--- config.mk ---
export PLATFORM = sky130hd
export DESIGN_NAME = isa6_ctrl
export DESIGN_NICKNAME = d
export VERILOG_FILES = /design/src/rtl/isa6_pkg.sv /design/src/rtl/isa6_pc.sv /design/src/rtl/isa6_ir.sv /design/src/rtl/isa6_fsm.sv /design/src/rtl/isa6_ctrl.sv
export SDC_FILE = /design/constraint.sdc
export NUM_CORES = 1
export LEC_CHECK = 0
export BUFFER_PORTS_ARGS = -buffer_cell sky130_fd_sc_hd__clkbuf_2
export CAP_MARGIN = 5
export CORE_ASPECT_RATIO = 0.9
export CORE_UTILIZATION = 55
export DETAILED_ROUTE_END_ITERATION = 8
export GPL_ROUTABILITY_DRIVEN = 0
export PLACE_DENSITY = 0.91
export SLEW_MARGIN = 40
export SYNTH_ARGS = -nofsm -noshare
export SYNTH_HDL_FRONTEND = slang
export SYNTH_HIERARCHICAL = 1
export SYNTH_SLANG_ARGS = --single-unit
export TNS_END_PERCENT = 10
--- constraint.sdc ---
create_clock -name clk -period 3.7 [get_ports clk]
set_clock_uncertainty 0.1 [all_clocks]
set_input_delay 0.37 -clock clk [delete_from_list [all_inputs] [get_ports clk]]
set_output_delay 0.37 -clock clk [all_outputs]
set_load 0.02 [all_outputs]
--- src/rtl/isa6_pkg.sv ---
`timescale 1ns/1ps
package isa6_pkg;
    localparam int INSN_W = 16;
    localparam int OP_W   = 4;
    localparam int REG_W  = 4;
    localparam int IMM_W  = 8;
    localparam int OP_LSB = INSN_W - OP_W;
    localparam int RA_LSB = OP_LSB - REG_W;
    localparam int RB_LSB = RA_LSB - REG_W;

    localparam logic [OP_W-1:0] OPC_LOAD  = 4'b0000;
    localparam logic [OP_W-1:0] OPC_STORE = 4'b0001;
    localparam logic [OP_W-1:0] OPC_ADD   = 4'b0010;
    localparam logic [OP_W-1:0] OPC_LDC   = 4'b0011;
    localparam logic [OP_W-1:0] OPC_SUB   = 4'b0100;
    localparam logic [OP_W-1:0] OPC_JZ    = 4'b0101;

    localparam logic [1:0] WSEL_ALU   = 2'b00;
    localparam logic [1:0] WSEL_MEM   = 2'b01;
    localparam logic [1:0] WSEL_CONST = 2'b10;

    localparam logic [1:0] ALU_PASS = 2'b00;
    localparam logic [1:0] ALU_ADD  = 2'b01;
    localparam logic [1:0] ALU_SUB  = 2'b10;

    typedef enum logic [3:0] {
        ST_INIT, ST_FETCH, ST_DECODE,
        ST_LOAD, ST_STORE, ST_ADD, ST_LDC, ST_SUB, ST_JZ,
        ST_JUMP
    } state_t;
endpackage

--- src/rtl/isa6_pc.sv ---
`timescale 1ns/1ps
module isa6_pc #(
    parameter int PC_W  = 16,
    parameter int OFF_W = 8
) (
    input  logic             clk,
    input  logic             rst,
    input  logic             clr,
    input  logic             inc,
    input  logic             jmp,
    input  logic [OFF_W-1:0] off,
    output logic [PC_W-1:0]  pc
);
    localparam logic [PC_W-1:0] ONE    = {{(PC_W-1){1'b0}}, 1'b1};
    localparam logic [PC_W-1:0] MINUS1 = {PC_W{1'b1}};

    logic [PC_W-1:0] off_ext;
    logic [PC_W-1:0] target;

    generate
        if (PC_W > OFF_W) begin : g_sext
            assign off_ext = {{(PC_W-OFF_W){off[OFF_W-1]}}, off};
        end else begin : g_trunc
            assign off_ext = off[PC_W-1:0];
        end
    endgenerate

    // fetch already advanced the PC, so the relative target folds in -1
    assign target = pc + off_ext + MINUS1;

    always_ff @(posedge clk) begin
        if (rst || clr) begin
            pc <= '0;
        end else if (jmp) begin
            pc <= target;
        end else if (inc) begin
            pc <= pc + ONE;
        end
    end
endmodule

--- src/rtl/isa6_ir.sv ---
`timescale 1ns/1ps
module isa6_ir
    import isa6_pkg::*;
(
    input  logic              clk,
    input  logic              rst,
    input  logic              ld,
    input  logic [INSN_W-1:0] din,
    output logic [OP_W-1:0]   op,
    output logic [REG_W-1:0]  ra,
    output logic [REG_W-1:0]  rb,
    output logic [REG_W-1:0]  rc,
    output logic [IMM_W-1:0]  imm
);
    logic [INSN_W-1:0] word;

    always_ff @(posedge clk) begin
        if (rst) begin
            word <= '0;
        end else if (ld) begin
            word <= din;
        end
    end

    assign op  = word[OP_LSB +: OP_W];
    assign ra  = word[RA_LSB +: REG_W];
    assign rb  = word[RB_LSB +: REG_W];
    assign rc  = word[REG_W-1:0];
    assign imm = word[IMM_W-1:0];
endmodule

--- src/rtl/isa6_fsm.sv ---
`timescale 1ns/1ps
module isa6_fsm
    import isa6_pkg::*;
(
    input  logic             clk,
    input  logic             rst,
    input  logic [OP_W-1:0]  op,
    input  logic [REG_W-1:0] ra,
    input  logic [REG_W-1:0] rb,
    input  logic [REG_W-1:0] rc,
    input  logic [IMM_W-1:0] imm,
    input  logic             rp_zero,
    output state_t           state,
    output logic             pc_clr,
    output logic             pc_inc,
    output logic             pc_jmp,
    output logic             ir_ld,
    output logic             imem_rd,
    output logic [IMM_W-1:0] dmem_addr,
    output logic             dmem_rd,
    output logic             dmem_wr,
    output logic [1:0]       rf_wsel,
    output logic [IMM_W-1:0] rf_wconst,
    output logic [REG_W-1:0] rf_waddr,
    output logic             rf_wen,
    output logic [REG_W-1:0] rf_paddr,
    output logic             rf_pen,
    output logic [REG_W-1:0] rf_qaddr,
    output logic             rf_qen,
    output logic [1:0]       alu_op
);
    state_t nxt;

    always_ff @(posedge clk) begin
        if (rst) begin
            state <= ST_INIT;
        end else begin
            state <= nxt;
        end
    end

    always_comb begin
        nxt = ST_FETCH;
        unique case (state)
            ST_INIT:   nxt = ST_FETCH;
            ST_FETCH:  nxt = ST_DECODE;
            ST_DECODE: begin
                case (op)
                    OPC_LOAD:  nxt = ST_LOAD;
                    OPC_STORE: nxt = ST_STORE;
                    OPC_ADD:   nxt = ST_ADD;
                    OPC_LDC:   nxt = ST_LDC;
                    OPC_SUB:   nxt = ST_SUB;
                    OPC_JZ:    nxt = ST_JZ;
                    default:   nxt = ST_FETCH;
                endcase
            end
            ST_JZ:     nxt = rp_zero ? ST_JUMP : ST_FETCH;
            default:   nxt = ST_FETCH;
        endcase
    end

    always_comb begin
        pc_clr    = 1'b0;
        pc_inc    = 1'b0;
        pc_jmp    = 1'b0;
        ir_ld     = 1'b0;
        imem_rd   = 1'b0;
        dmem_addr = '0;
        dmem_rd   = 1'b0;
        dmem_wr   = 1'b0;
        rf_wsel   = WSEL_ALU;
        rf_wconst = '0;
        rf_waddr  = '0;
        rf_wen    = 1'b0;
        rf_paddr  = '0;
        rf_pen    = 1'b0;
        rf_qaddr  = '0;
        rf_qen    = 1'b0;
        alu_op    = ALU_PASS;
        unique case (state)
            ST_INIT: pc_clr = 1'b1;
            ST_FETCH: begin
                imem_rd = 1'b1;
                ir_ld   = 1'b1;
                pc_inc  = 1'b1;
            end
            ST_LOAD: begin
                dmem_addr = imm;
                dmem_rd   = 1'b1;
                rf_wsel   = WSEL_MEM;
                rf_waddr  = ra;
                rf_wen    = 1'b1;
            end
            ST_STORE: begin
                dmem_addr = imm;
                dmem_wr   = 1'b1;
                rf_paddr  = ra;
                rf_pen    = 1'b1;
            end
            ST_ADD, ST_SUB: begin
                rf_paddr = rb;
                rf_pen   = 1'b1;
                rf_qaddr = rc;
                rf_qen   = 1'b1;
                rf_wsel  = WSEL_ALU;
                rf_waddr = ra;
                rf_wen   = 1'b1;
                alu_op   = (state == ST_SUB) ? ALU_SUB : ALU_ADD;
            end
            ST_LDC: begin
                rf_wsel   = WSEL_CONST;
                rf_wconst = imm;
                rf_waddr  = ra;
                rf_wen    = 1'b1;
            end
            ST_JZ: begin
                rf_paddr = ra;
                rf_pen   = 1'b1;
            end
            ST_JUMP: pc_jmp = 1'b1;
            default: ;
        endcase
    end

    AST_WRITE_ONLY_IN_EXEC: assert property (@(posedge clk) disable iff (rst)
        rf_wen |-> (state == ST_LOAD || state == ST_ADD || state == ST_SUB || state == ST_LDC));
    AST_DECODE_QUIET: assert property (@(posedge clk) disable iff (rst)
        (state == ST_DECODE) |-> !(imem_rd || dmem_rd || dmem_wr || rf_wen || rf_pen || rf_qen));
endmodule

--- src/rtl/isa6_ctrl.sv ---
`timescale 1ns/1ps
module isa6_ctrl
    import isa6_pkg::*;
#(
    parameter int PC_W = 16
) (
    input  logic              clk,
    input  logic              rst,
    output logic [PC_W-1:0]   imem_addr,
    output logic              imem_rd,
    input  logic [INSN_W-1:0] imem_data,
    output logic [IMM_W-1:0]  dmem_addr,
    output logic              dmem_rd,
    output logic              dmem_wr,
    output logic [1:0]        rf_wsel,
    output logic [IMM_W-1:0]  rf_wconst,
    output logic [REG_W-1:0]  rf_waddr,
    output logic              rf_wen,
    output logic [REG_W-1:0]  rf_paddr,
    output logic              rf_pen,
    output logic [REG_W-1:0]  rf_qaddr,
    output logic              rf_qen,
    output logic [1:0]        alu_op,
    input  logic              rp_zero
);
    localparam logic [PC_W-1:0] PC_ONE = {{(PC_W-1){1'b0}}, 1'b1};

    state_t           st;
    logic             pc_clr, pc_inc, pc_jmp, ir_ld;
    logic [OP_W-1:0]  op;
    logic [REG_W-1:0] ra, rb, rc;
    logic [IMM_W-1:0] imm;
    logic [PC_W-1:0]  pc;

    isa6_pc #(.PC_W(PC_W), .OFF_W(IMM_W)) u_pc (
        .clk(clk), .rst(rst), .clr(pc_clr), .inc(pc_inc), .jmp(pc_jmp),
        .off(imm), .pc(pc)
    );

    isa6_ir u_ir (
        .clk(clk), .rst(rst), .ld(ir_ld), .din(imem_data),
        .op(op), .ra(ra), .rb(rb), .rc(rc), .imm(imm)
    );

    isa6_fsm u_fsm (
        .clk(clk), .rst(rst), .op(op), .ra(ra), .rb(rb), .rc(rc), .imm(imm),
        .rp_zero(rp_zero), .state(st),
        .pc_clr(pc_clr), .pc_inc(pc_inc), .pc_jmp(pc_jmp), .ir_ld(ir_ld),
        .imem_rd(imem_rd), .dmem_addr(dmem_addr), .dmem_rd(dmem_rd),
        .dmem_wr(dmem_wr), .rf_wsel(rf_wsel), .rf_wconst(rf_wconst),
        .rf_waddr(rf_waddr), .rf_wen(rf_wen), .rf_paddr(rf_paddr),
        .rf_pen(rf_pen), .rf_qaddr(rf_qaddr), .rf_qen(rf_qen), .alu_op(alu_op)
    );

    assign imem_addr = pc;

    AST_INIT_CLEARS_PC: assert property (@(posedge clk) disable iff (rst)
        (st == ST_INIT) |=> (imem_addr == '0));
    AST_FETCH_STEP: assert property (@(posedge clk) disable iff (rst)
        (st == ST_FETCH) |=> (imem_addr == $past(imem_addr) + PC_ONE));
    AST_JUMP_NEEDS_ZERO: assert property (@(posedge clk) disable iff (rst)
        (st == ST_JUMP) |-> $past(rp_zero));
    AST_EXEC_HOLDS_PC: assert property (@(posedge clk) disable iff (rst)
        (st == ST_DECODE || st == ST_JZ) |=> $stable(imem_addr));
    AST_RD_WR_EXCL: assert property (@(posedge clk) disable iff (rst)
        !(dmem_rd && dmem_wr));
    AST_ONE_ALU_OP: assert property (@(posedge clk) disable iff (rst)
        $countones(alu_op) <= 1);
endmodule

==> key figures, run 1 <==
Detailed routing
  • Iteration count of the initial detailed-routing pass: 5
  • Total via count in the routed design: about 3000
  • Iteration-0 DRC Markers: roughly 210
  • Number of nets with antenna violations after detailed routing: 0
  • DRC violation count after routing: 0
  • Post-detailed-route via-to-cell ratio: roughly 5.7
  • Wire length per cell: 15.0 um
  • Total Wirelength: about 7800 um

STA
  • Worst slew margin relative to its limit: 0.540
  • Worst Max-Slew Pin Slew: 0.689 ns
  • Final critical path time including I/O delays and setup: about 2.8 ns
  • Setup total negative slack: 0 ns
  • Setup repair after global routing missed its margin: false
  • Max frequency: roughly 0.36 GHz
  • Worst hold margin: 0.216 ns
  • Hold violation count in the final report: 0
  • Max-slew violation total from the final report: 0
  • Final worst-path cycle share: 0.748
  • Endpoints failing setup: 0

Synthesis
  • Simple-gate share of the synthesized area: 0.254
  • Post-synthesis mux area share: 0.0574
  • Number of enable-type register cells in the synthesized netlist: 0
  • Most common flop cell mapped by yosys: sky130_fd_sc_hd__dfxtp_1
  • Post-synth net total: 452
  • Synthesized cell area: roughly 0.0032 sq mm
  • Most frequent cell after synthesis: sky130_fd_sc_hd__inv_1
  • Synthesis-stage register bit count: 36
  • Synth top cells by count: 58 x sky130_fd_sc_hd__inv_1, 46 x sky130_fd_sc_hd__nor2_1, 36 x sky130_fd_sc_hd__dfxtp_1
  • Post-synth top area cell: sky130_fd_sc_hd__dfxtp_1
  • Total of warnings raised by yosys: 6
  • Combinational family with the most area after synthesis: simple AND/OR/NAND/NOR gates
  • Proportion of synthesized flip-flops having asynchronous set or reset: 0
  • Sequential share of the synthesized area: 0.228
  • Area fraction of the dominant cell type after synthesis: 0.228
  • Cell types with the largest area share after synthesis: sky130_fd_sc_hd__dfxtp_1 23%, sky130_fd_sc_hd__ha_1 12%, sky130_fd_sc_hd__inv_1 6.9%
  • Xor-xnor portion of the synthesized cell area: 0.0775
  • Mapped Cells: 402
  • Avg Inst Size Synth: between 7 and 8 sq um
  • Share of the synthesized area in compound gates (AO/OA/AOI/OAI): 0.129
  • Adder-Cell Fraction of Synth Area: 0.125
  • Distinct cell type count after synthesis: between 50 and 60

CTS
  • CTS tree: done
  • Insertion delay of the later-clocked pin in the worst-skew pair: about 0.3 ns
  • Clock Tree Buf Depth: 2
  • Post-CTS sizing: 0
  • TritonCTS Buffers: 5
  • CTS sink count: 36
  • Clk root buf: sky130_fd_sc_hd__clkbuf_8
  • Total setup buffers inserted after CTS: 0
  • Clock transition at the register clock pins on the worst setup and hold paths after CTS: 0.07 ns
  • H-tree depth: 2
  • Hold-fix buffers, CTS: 0

Setup path
  • Required time of the critical path: approximately 3.2 ns
  • CP Data Arrival Time: ~2.3 ns
  • Critical Path Start Type: register
  • Largest delay share family, worst path: buffers and inverters
  • Critical-path maximum fanout: 21
  • Worst path max stage delay: 0.60 ns
  • Cell depth of the worst setup path: 5
  • CP max-delay cell: sky130_fd_sc_hd__dfxtp_1
  • Total buffers and inverters traversed by the critical path: 3
  • Classification of the worst setup path: reg -> out
  • Critical Path Sink Type: output port
  • Count of cells along the worst register-to-register path: 12
  • Cell breakdown of the critical path: nand2b_1 > or3_1 > inv_1 > buf_4 > clkbuf_2

Min path
  • Worst hold path type: in -> reg
  • Hold Crit Depth: 3

Die
  • Ports placed on the boundary: 73
  • Initial standard-cell utilization of the core: 0.588
  • DIE AREA: 0.00606 sq mm
  • Die Span Y: roughly 74 um
  • Core Rows: 25
  • X dimension of the die: between 80 and 90 um
  • Area inside the core boundary: approximately 0.0054 sq mm

Layout
  • Fillcell total: approximately 440
  • Final #Nets: 506
  • Synthesis-to-finish area growth: 11.6%
  • Number of antenna cells inserted: 0
  • Fraction of final layout cells sized beyond drive strength 1: 0.208

Placement
  • IO buf count: 72
  • Total half-perimeter wirelength after legalization and detailed placement: between 5000 and 6000 um

Global routing
  • Largest net degree at the start of global routing: 37
  • Via count of the first global-routing pass: 2772
  • Initial antenna violation count: 0
  • GR Util All Layers: 0.272
  • Total congestion overflow: 0
  • Wire length of the first global-routing pass: 12500 um

Power
  • Areal power density over the cells: between 200 and 300 mW/mm^2
  • Total power: roughly 1.1 mW
  • P_leak: 1.64 nW
  • IR Drop Worst-Case VDD: 0.000171 V

Job
  • MaxCap Viol Count: 0

Run status
  • Outcome: completed
==> state kept, by name, indices dropped and copies added, names as in the netlist <==
name	cells
u_pc/pc	16
u_ir/word	16
u_fsm/state	4
==> logic make-up after synthesis <==
kind of cell	Yosys count
xor gates and xnor gates	28
adders and majority gates	31
muxes	18
and+or+nand+nor	144
buffers and inverters	85
DFF	36
AOI/OAI and AO/OA	60
==> cell type report <==
class | count | area, sq um | area share
clock buffers | 7 | 96.3 | 0.0273
repair buffers | 74 | 375 | 0.106
inverters | 58 | 218 | 0.0617
well taps | 67 | 83.8 | 0.0238
multi-input cells | 281 | 2030 | 0.577
flip-flops and latches | 36 | 721 | 0.204
==> tightest hold or removal path: cells and delay by family <==
kind | cells | cell delay [ns]
AND/OR/NAND/NOR | 1 | 0.08
buffers and inverters | 1 | 0.07
multiplexers | 1 | 0.06
==> per-layer routing <==
layer / GRT usage / vias up / part of all wire
li1: - / 1445 / -
met1: 0.335 / 1427 / 0.43
met2: 0.478 / 110 / 0.49
met3: 0.0515 / 19 / 0.060
met4: 0.0799 / 0 / 0.017
met5: 0 / - / 0
==> metrics by stage <==
step	cells	setup WS (ns)	instance area, sq um	util
finish	523	0.931	3530	0.656
global route	523	0.763	3530	0.656
CTS	523	0.955	3530	0.656
detailed placement	516	1.03	3430	0.638
global placement	516	1.04	3430	0.638
floorplan	402	1.14	3160	-
==> placed cells by master (no fill, tap or decap), types with 3 or more instances in the layout <==
cell type,n
sky130_fd_sc_hd__clkbuf_2,72
sky130_fd_sc_hd__inv_1,58
sky130_fd_sc_hd__nor2_1,45
sky130_fd_sc_hd__dfxtp_1,36
sky130_fd_sc_hd__ha_1,30
sky130_fd_sc_hd__and2_1,27
sky130_fd_sc_hd__xnor2_1,18
sky130_fd_sc_hd__nand2_1,17
sky130_fd_sc_hd__mux2i_1,17
sky130_fd_sc_hd__a21oi_1,16
sky130_fd_sc_hd__a211oi_1,12
sky130_fd_sc_hd__o21ai_0,10
sky130_fd_sc_hd__xor2_1,10
sky130_fd_sc_hd__clkbuf_8,7
sky130_fd_sc_hd__nand2b_1,7
sky130_fd_sc_hd__nor3_1,7
sky130_fd_sc_hd__nand3_1,6
sky130_fd_sc_hd__o211ai_1,5
sky130_fd_sc_hd__nor2b_1,5
sky130_fd_sc_hd__a22o_1,4
sky130_fd_sc_hd__nor4_1,4
sky130_fd_sc_hd__nand4_1,4
sky130_fd_sc_hd__nor2_2,3
==> report_power, final <==
group	total [mW]	switching (mW)	internal (mW)
combinational	0.320	0.190	0.130
sequential	0.422	0.0202	0.402
clock	0.314	0.148	0.166
==> final timing paths <==
check	start	slack [ns]	endpoint
worst max-delay path	u_fsm/state[0]	0.93	imem_rd
worst min-delay path	imem_data[9]	0.22	u_ir/word[9]
worst max register to register	u_pc/pc[1]	0.95	u_pc/pc[11]
worst min register to register	u_ir/word[15]	0.42	u_ir/word[15]
Note: power is estimated with default switching activity, not from simulation.
==> run 2, diff against run 1 <==
--- a/config.mk
+++ b/config.mk
@@ -5,13 +5,14 @@
 export SDC_FILE = /design/constraint.sdc
 export NUM_CORES = 1
 export LEC_CHECK = 0
+export ABC_AREA = 1
 export BUFFER_PORTS_ARGS = -buffer_cell sky130_fd_sc_hd__clkbuf_2
 export CAP_MARGIN = 5
 export CORE_ASPECT_RATIO = 0.9
-export CORE_UTILIZATION = 55
+export CORE_UTILIZATION = 51
 export DETAILED_ROUTE_END_ITERATION = 8
 export GPL_ROUTABILITY_DRIVEN = 0
-export PLACE_DENSITY = 0.91
+export PLACE_DENSITY = 0.88
 export SLEW_MARGIN = 40
 export SYNTH_ARGS = -nofsm -noshare
 export SYNTH_HDL_FRONTEND = slang
==> constraint.sdc (replaced) <==
create_clock -name clk -period 2.4 [get_ports clk]
set_clock_uncertainty 0.1 [all_clocks]
set_input_delay 0.24 -clock clk [delete_from_list [all_inputs] [get_ports clk]]
set_output_delay 0.24 -clock clk [all_outputs]
set_load 0.02 [all_outputs]
==> key figures, run 2 <==
Synthesis
  • Xor-xnor portion of the synthesized cell area: 0.0179 (-0.0597)
  • Synthesized cell area: 0.00343 sq mm (+8.5%)
  • Proportion of synthesized flip-flops having asynchronous set or reset: 0 (unchanged)
  • Distinct cell type count after synthesis: 35 (-35%)
  • Adder-Cell Fraction of Synth Area: 0.115 (-0.00984)
  • Most frequent cell after synthesis: sky130_fd_sc_hd__inv_1
  • Total of warnings raised by yosys: 6 (unchanged)
  • Avg Inst Size Synth: 5.93 sq um (-25%)
  • Simple-gate share of the synthesized area: 0.357 (+0.103)
  • Sequential share of the synthesized area: 0.210 (-0.0179)
  • Area fraction of the dominant cell type after synthesis: 0.210 (-0.0179)
  • Combinational family with the most area after synthesis: simple AND/OR/NAND/NOR gates
  • Synth top cells by count: 136 x sky130_fd_sc_hd__inv_1, 122 x sky130_fd_sc_hd__nand2_1, 83 x sky130_fd_sc_hd__nor2_1
  • Cell types with the largest area share after synthesis: sky130_fd_sc_hd__dfxtp_1 21%, sky130_fd_sc_hd__inv_1 15%, sky130_fd_sc_hd__nand2_1 13%
  • Mapped Cells: 579 (+44%)
  • Post-synth net total: 629 (+39%)
  • Number of enable-type register cells in the synthesized netlist: 0 (unchanged)
  • Share of the synthesized area in compound gates (AO/OA/AOI/OAI): 0.105 (-0.0236)
  • Most common flop cell mapped by yosys: sky130_fd_sc_hd__dfxtp_1
  • Synthesis-stage register bit count: 36 (unchanged)
  • Post-synthesis mux area share: 0 (-0.0574)
  • Post-synth top area cell: sky130_fd_sc_hd__dfxtp_1

STA
  • Endpoints failing setup: 0 (unchanged)
  • Max frequency: around 0.45 GHz
  • Hold violation count in the final report: 0 (unchanged)
  • Worst slew margin relative to its limit: 0.573 (+0.0325)
  • Worst Max-Slew Pin Slew: 0.634 ns (-0.0555 ns)
  • Final critical path time including I/O delays and setup: about 2.2 ns
  • Final worst-path cycle share: 0.929
  • Max-slew violation total from the final report: 0 (unchanged)

Power
  • Clock network fraction of design power: 0.223 (-0.074)
  • Areal power density over the cells: 615 mW/mm^2 (+110%)
  • Switching pwr: 1.11 mW (+210%)
  • Int Pwr: 1.39 mW (+99%)
  • Part of the total power dissipated in sequential elements: 0.277 (-0.123)
  • Total power: 2.50 mW (+140%)
  • P_leak: 2.20 nW (+34%)
  • IR Drop Worst-Case VDD: 0.000330 V (+93%)
  • Switching power as a share of total power: 0.445 (+0.106)
  • Logic gate share of total power: 0.501 (+0.198)

Setup path
  • Critical Path Start Type: register
  • Critical-path maximum fanout: 8 (-62%)
  • Critical Path Sink Type: register
  • R2R Setup Slk: 0.17 ns (-0.78 ns)
  • CP Data Arrival Time: 2.34 ns (+0.04 ns)
  • Classification of the worst setup path: reg -> reg
  • Required time of the critical path: 2.51 ns (-0.72 ns)

Global routing
  • Initial antenna violation count: 0 (unchanged)
  • GR Util All Layers: 0.286 (+0.0143)
  • Total congestion overflow: 0 (unchanged)
  • Via count of the first global-routing pass: 3536 (+28%)
  • Largest net degree at the start of global routing: 27 (-27%)
  • Wire length of the first global-routing pass: 15700 um (+26%)

Placement
  • IO buf count: 72 (unchanged)
  • Post-Place Cell Area: 0.00391 sq mm (+14%)
  • Total half-perimeter wirelength after legalization and detailed placement: 7690 um (+31%)

CTS
  • TritonCTS Buffers: 5 (unchanged)
  • H-tree depth: 2 (unchanged)
  • CTS tree: done
  • Clock transition at the register clock pins on the worst setup and hold paths after CTS: 0.08 ns (about the same)
  • Clk root buf: sky130_fd_sc_hd__clkbuf_8
  • Hold-fix buffers, CTS: 0 (unchanged)
  • CTS sink count: 36 (unchanged)
  • Insertion delay of the later-clocked pin in the worst-skew pair: 0.30 ns (about the same)
  • Clock Tree Buf Depth: 2 (unchanged)

Die
  • Ports placed on the boundary: 73 (unchanged)
  • Core Rows: 27 (+8.0%)
  • DIE AREA: 0.00706 sq mm (+17%)
  • Initial standard-cell utilization of the core: 0.543 (-0.0444)
  • X dimension of the die: 88.5 um (+8.0%)
  • Die Span Y: 79.8 um (+8.0%)
  • Area inside the core boundary: 0.00632 sq mm (+17%)

Layout
  • Fraction of final layout cells sized beyond drive strength 1: 0.210 (+0.00195)
  • Largest registers: u_ir/word x16, u_pc/pc x16, u_fsm/state x4
  • Most frequent cells in the layout: 134 x sky130_fd_sc_hd__inv_1, 122 x sky130_fd_sc_hd__nand2_1, 82 x sky130_fd_sc_hd__nor2_1, 72 x sky130_fd_sc_hd__clkbuf_2, 36 x sky130_fd_sc_hd__nand3_1
  • Final #Nets: 710 (+40%)
  • Post-route design area: 0.00406 sq mm (+15%)
  • Share of the core filled with cells in the final layout: 0.643 (-0.0131)
  • Most common cell after layout, fill and taps aside: sky130_fd_sc_hd__inv_1
  • Synthesis-to-finish area growth: 18.3%
  • Number of antenna cells inserted: 0 (unchanged)

Detailed routing
  • DRC violation count after routing: 0 (unchanged)
  • Number of nets with antenna violations after detailed routing: 0 (unchanged)
  • Total via count in the routed design: 3936 (+31%)
  • Total Wirelength: 9680 um (+24%)
  • Post-detailed-route via-to-cell ratio: 5.26 (-8.3%)
  • Wire length per cell: 12.9 um (-14%)
  • Iteration-0 DRC Markers: 311 (+45%)
  • Iteration count of the initial detailed-routing pass: 7 (+2)

Min path
  • Worst hold path type: in -> reg

Job
  • MaxCap Viol Count: 0 (unchanged)

Run status
  • Outcome: completed
==> run 2: repair_timing <==
item | in CTS | in global routing
resized for setup | 0 | 16
hold endpoints to repair | 0 | 0
endpoints found under the setup margin | 0 | 9
setup buffers | 0 | 0
==> run 2: cells by family (layout without fill, tap and decap cells) <==
family          count (synthesis)  in the layout
flops                          36             36
simple gates                  280            280
xor+xnor                        7              7
compound gates                 67             67
buf+inv                       158            240
fa+ha+maj                      31             31
==> run 2: worst max-delay path, stage by stage (launching register included) <==
cell and delay, ns:
sky130_fd_sc_hd__dfxtp_1 0.35, sky130_fd_sc_hd__inv_2 0.10, sky130_fd_sc_hd__ha_1 0.30, sky130_fd_sc_hd__inv_1 0.04
sky130_fd_sc_hd__ha_1 0.36, sky130_fd_sc_hd__nand2_1 0.12, sky130_fd_sc_hd__inv_1 0.08, sky130_fd_sc_hd__nand2_1 0.07
sky130_fd_sc_hd__nand2_1 0.09, sky130_fd_sc_hd__a21oi_2 0.15, sky130_fd_sc_hd__nand3_1 0.10, sky130_fd_sc_hd__nand3_1 0.11
sky130_fd_sc_hd__nand3_1 0.08, sky130_fd_sc_hd__nand2_1 0.06, sky130_fd_sc_hd__inv_1 0.03
==> run 2: stage by stage <==
step | hold WS (ns) | setup slack, ns | TNS [ns] | std cells
final | 0.0573 | 0.171 | 0 | 748
after global routing | 0.0769 | -0.000566 | -0.000566 | 748
after CTS | 0.0557 | 0.0183 | 0 | 748
after detailed placement | 0.365 | 0.0474 | 0 | 740
after global placement | 0.361 | 0.124 | 0 | 740
after floorplan | 0.209 | 0.122 | 0 | 579
==> run 2: routing by layer <==
| metal | up-vias | share of wire | global-route usage |
|---|---|---|---|
| met5 | - | 0 | 0 |
| met4 | 0 | 0.039 | 0.155 |
| met3 | 44 | 0.084 | 0.0538 |
| met2 | 210 | 0.45 | 0.472 |
| met1 | 1749 | 0.42 | 0.347 |
| li1 | 1933 | - | - |
==> run 2: final timing paths <==
kind                  from  depth (start not counted)             end
max           u_ir/word[7]                         14     u_pc/pc[15]
min                    rst                          2  u_fsm/state[1]
max reg2reg   u_ir/word[7]                         14     u_pc/pc[15]
min reg2reg  u_ir/word[10]                          2   u_ir/word[10]
==> run 2: power by group through the flow <==
stage / Clock (mW) / Combinational (mW) / Sequential, mW
final: 0.556 / 1.25 / 0.690
after global routing: 0.587 / 1.39 / 0.698
after CTS: 0.561 / 1.18 / 0.689
after detailed placement: 0 / 1.16 / 0.703
after global placement: 0 / 1.11 / 0.701
after floorplan: 0 / 0.876 / 0.720
==> run 2: layout make-up <==
type,count,area [sq um]
well taps,87,109
repair buffers,93,518
flip-flops and latches,36,727
clock buffers,5,68.8
multi-input cells,385,2070
fillers,558,2260
clock inverters,3,42.5
inverters,139,522
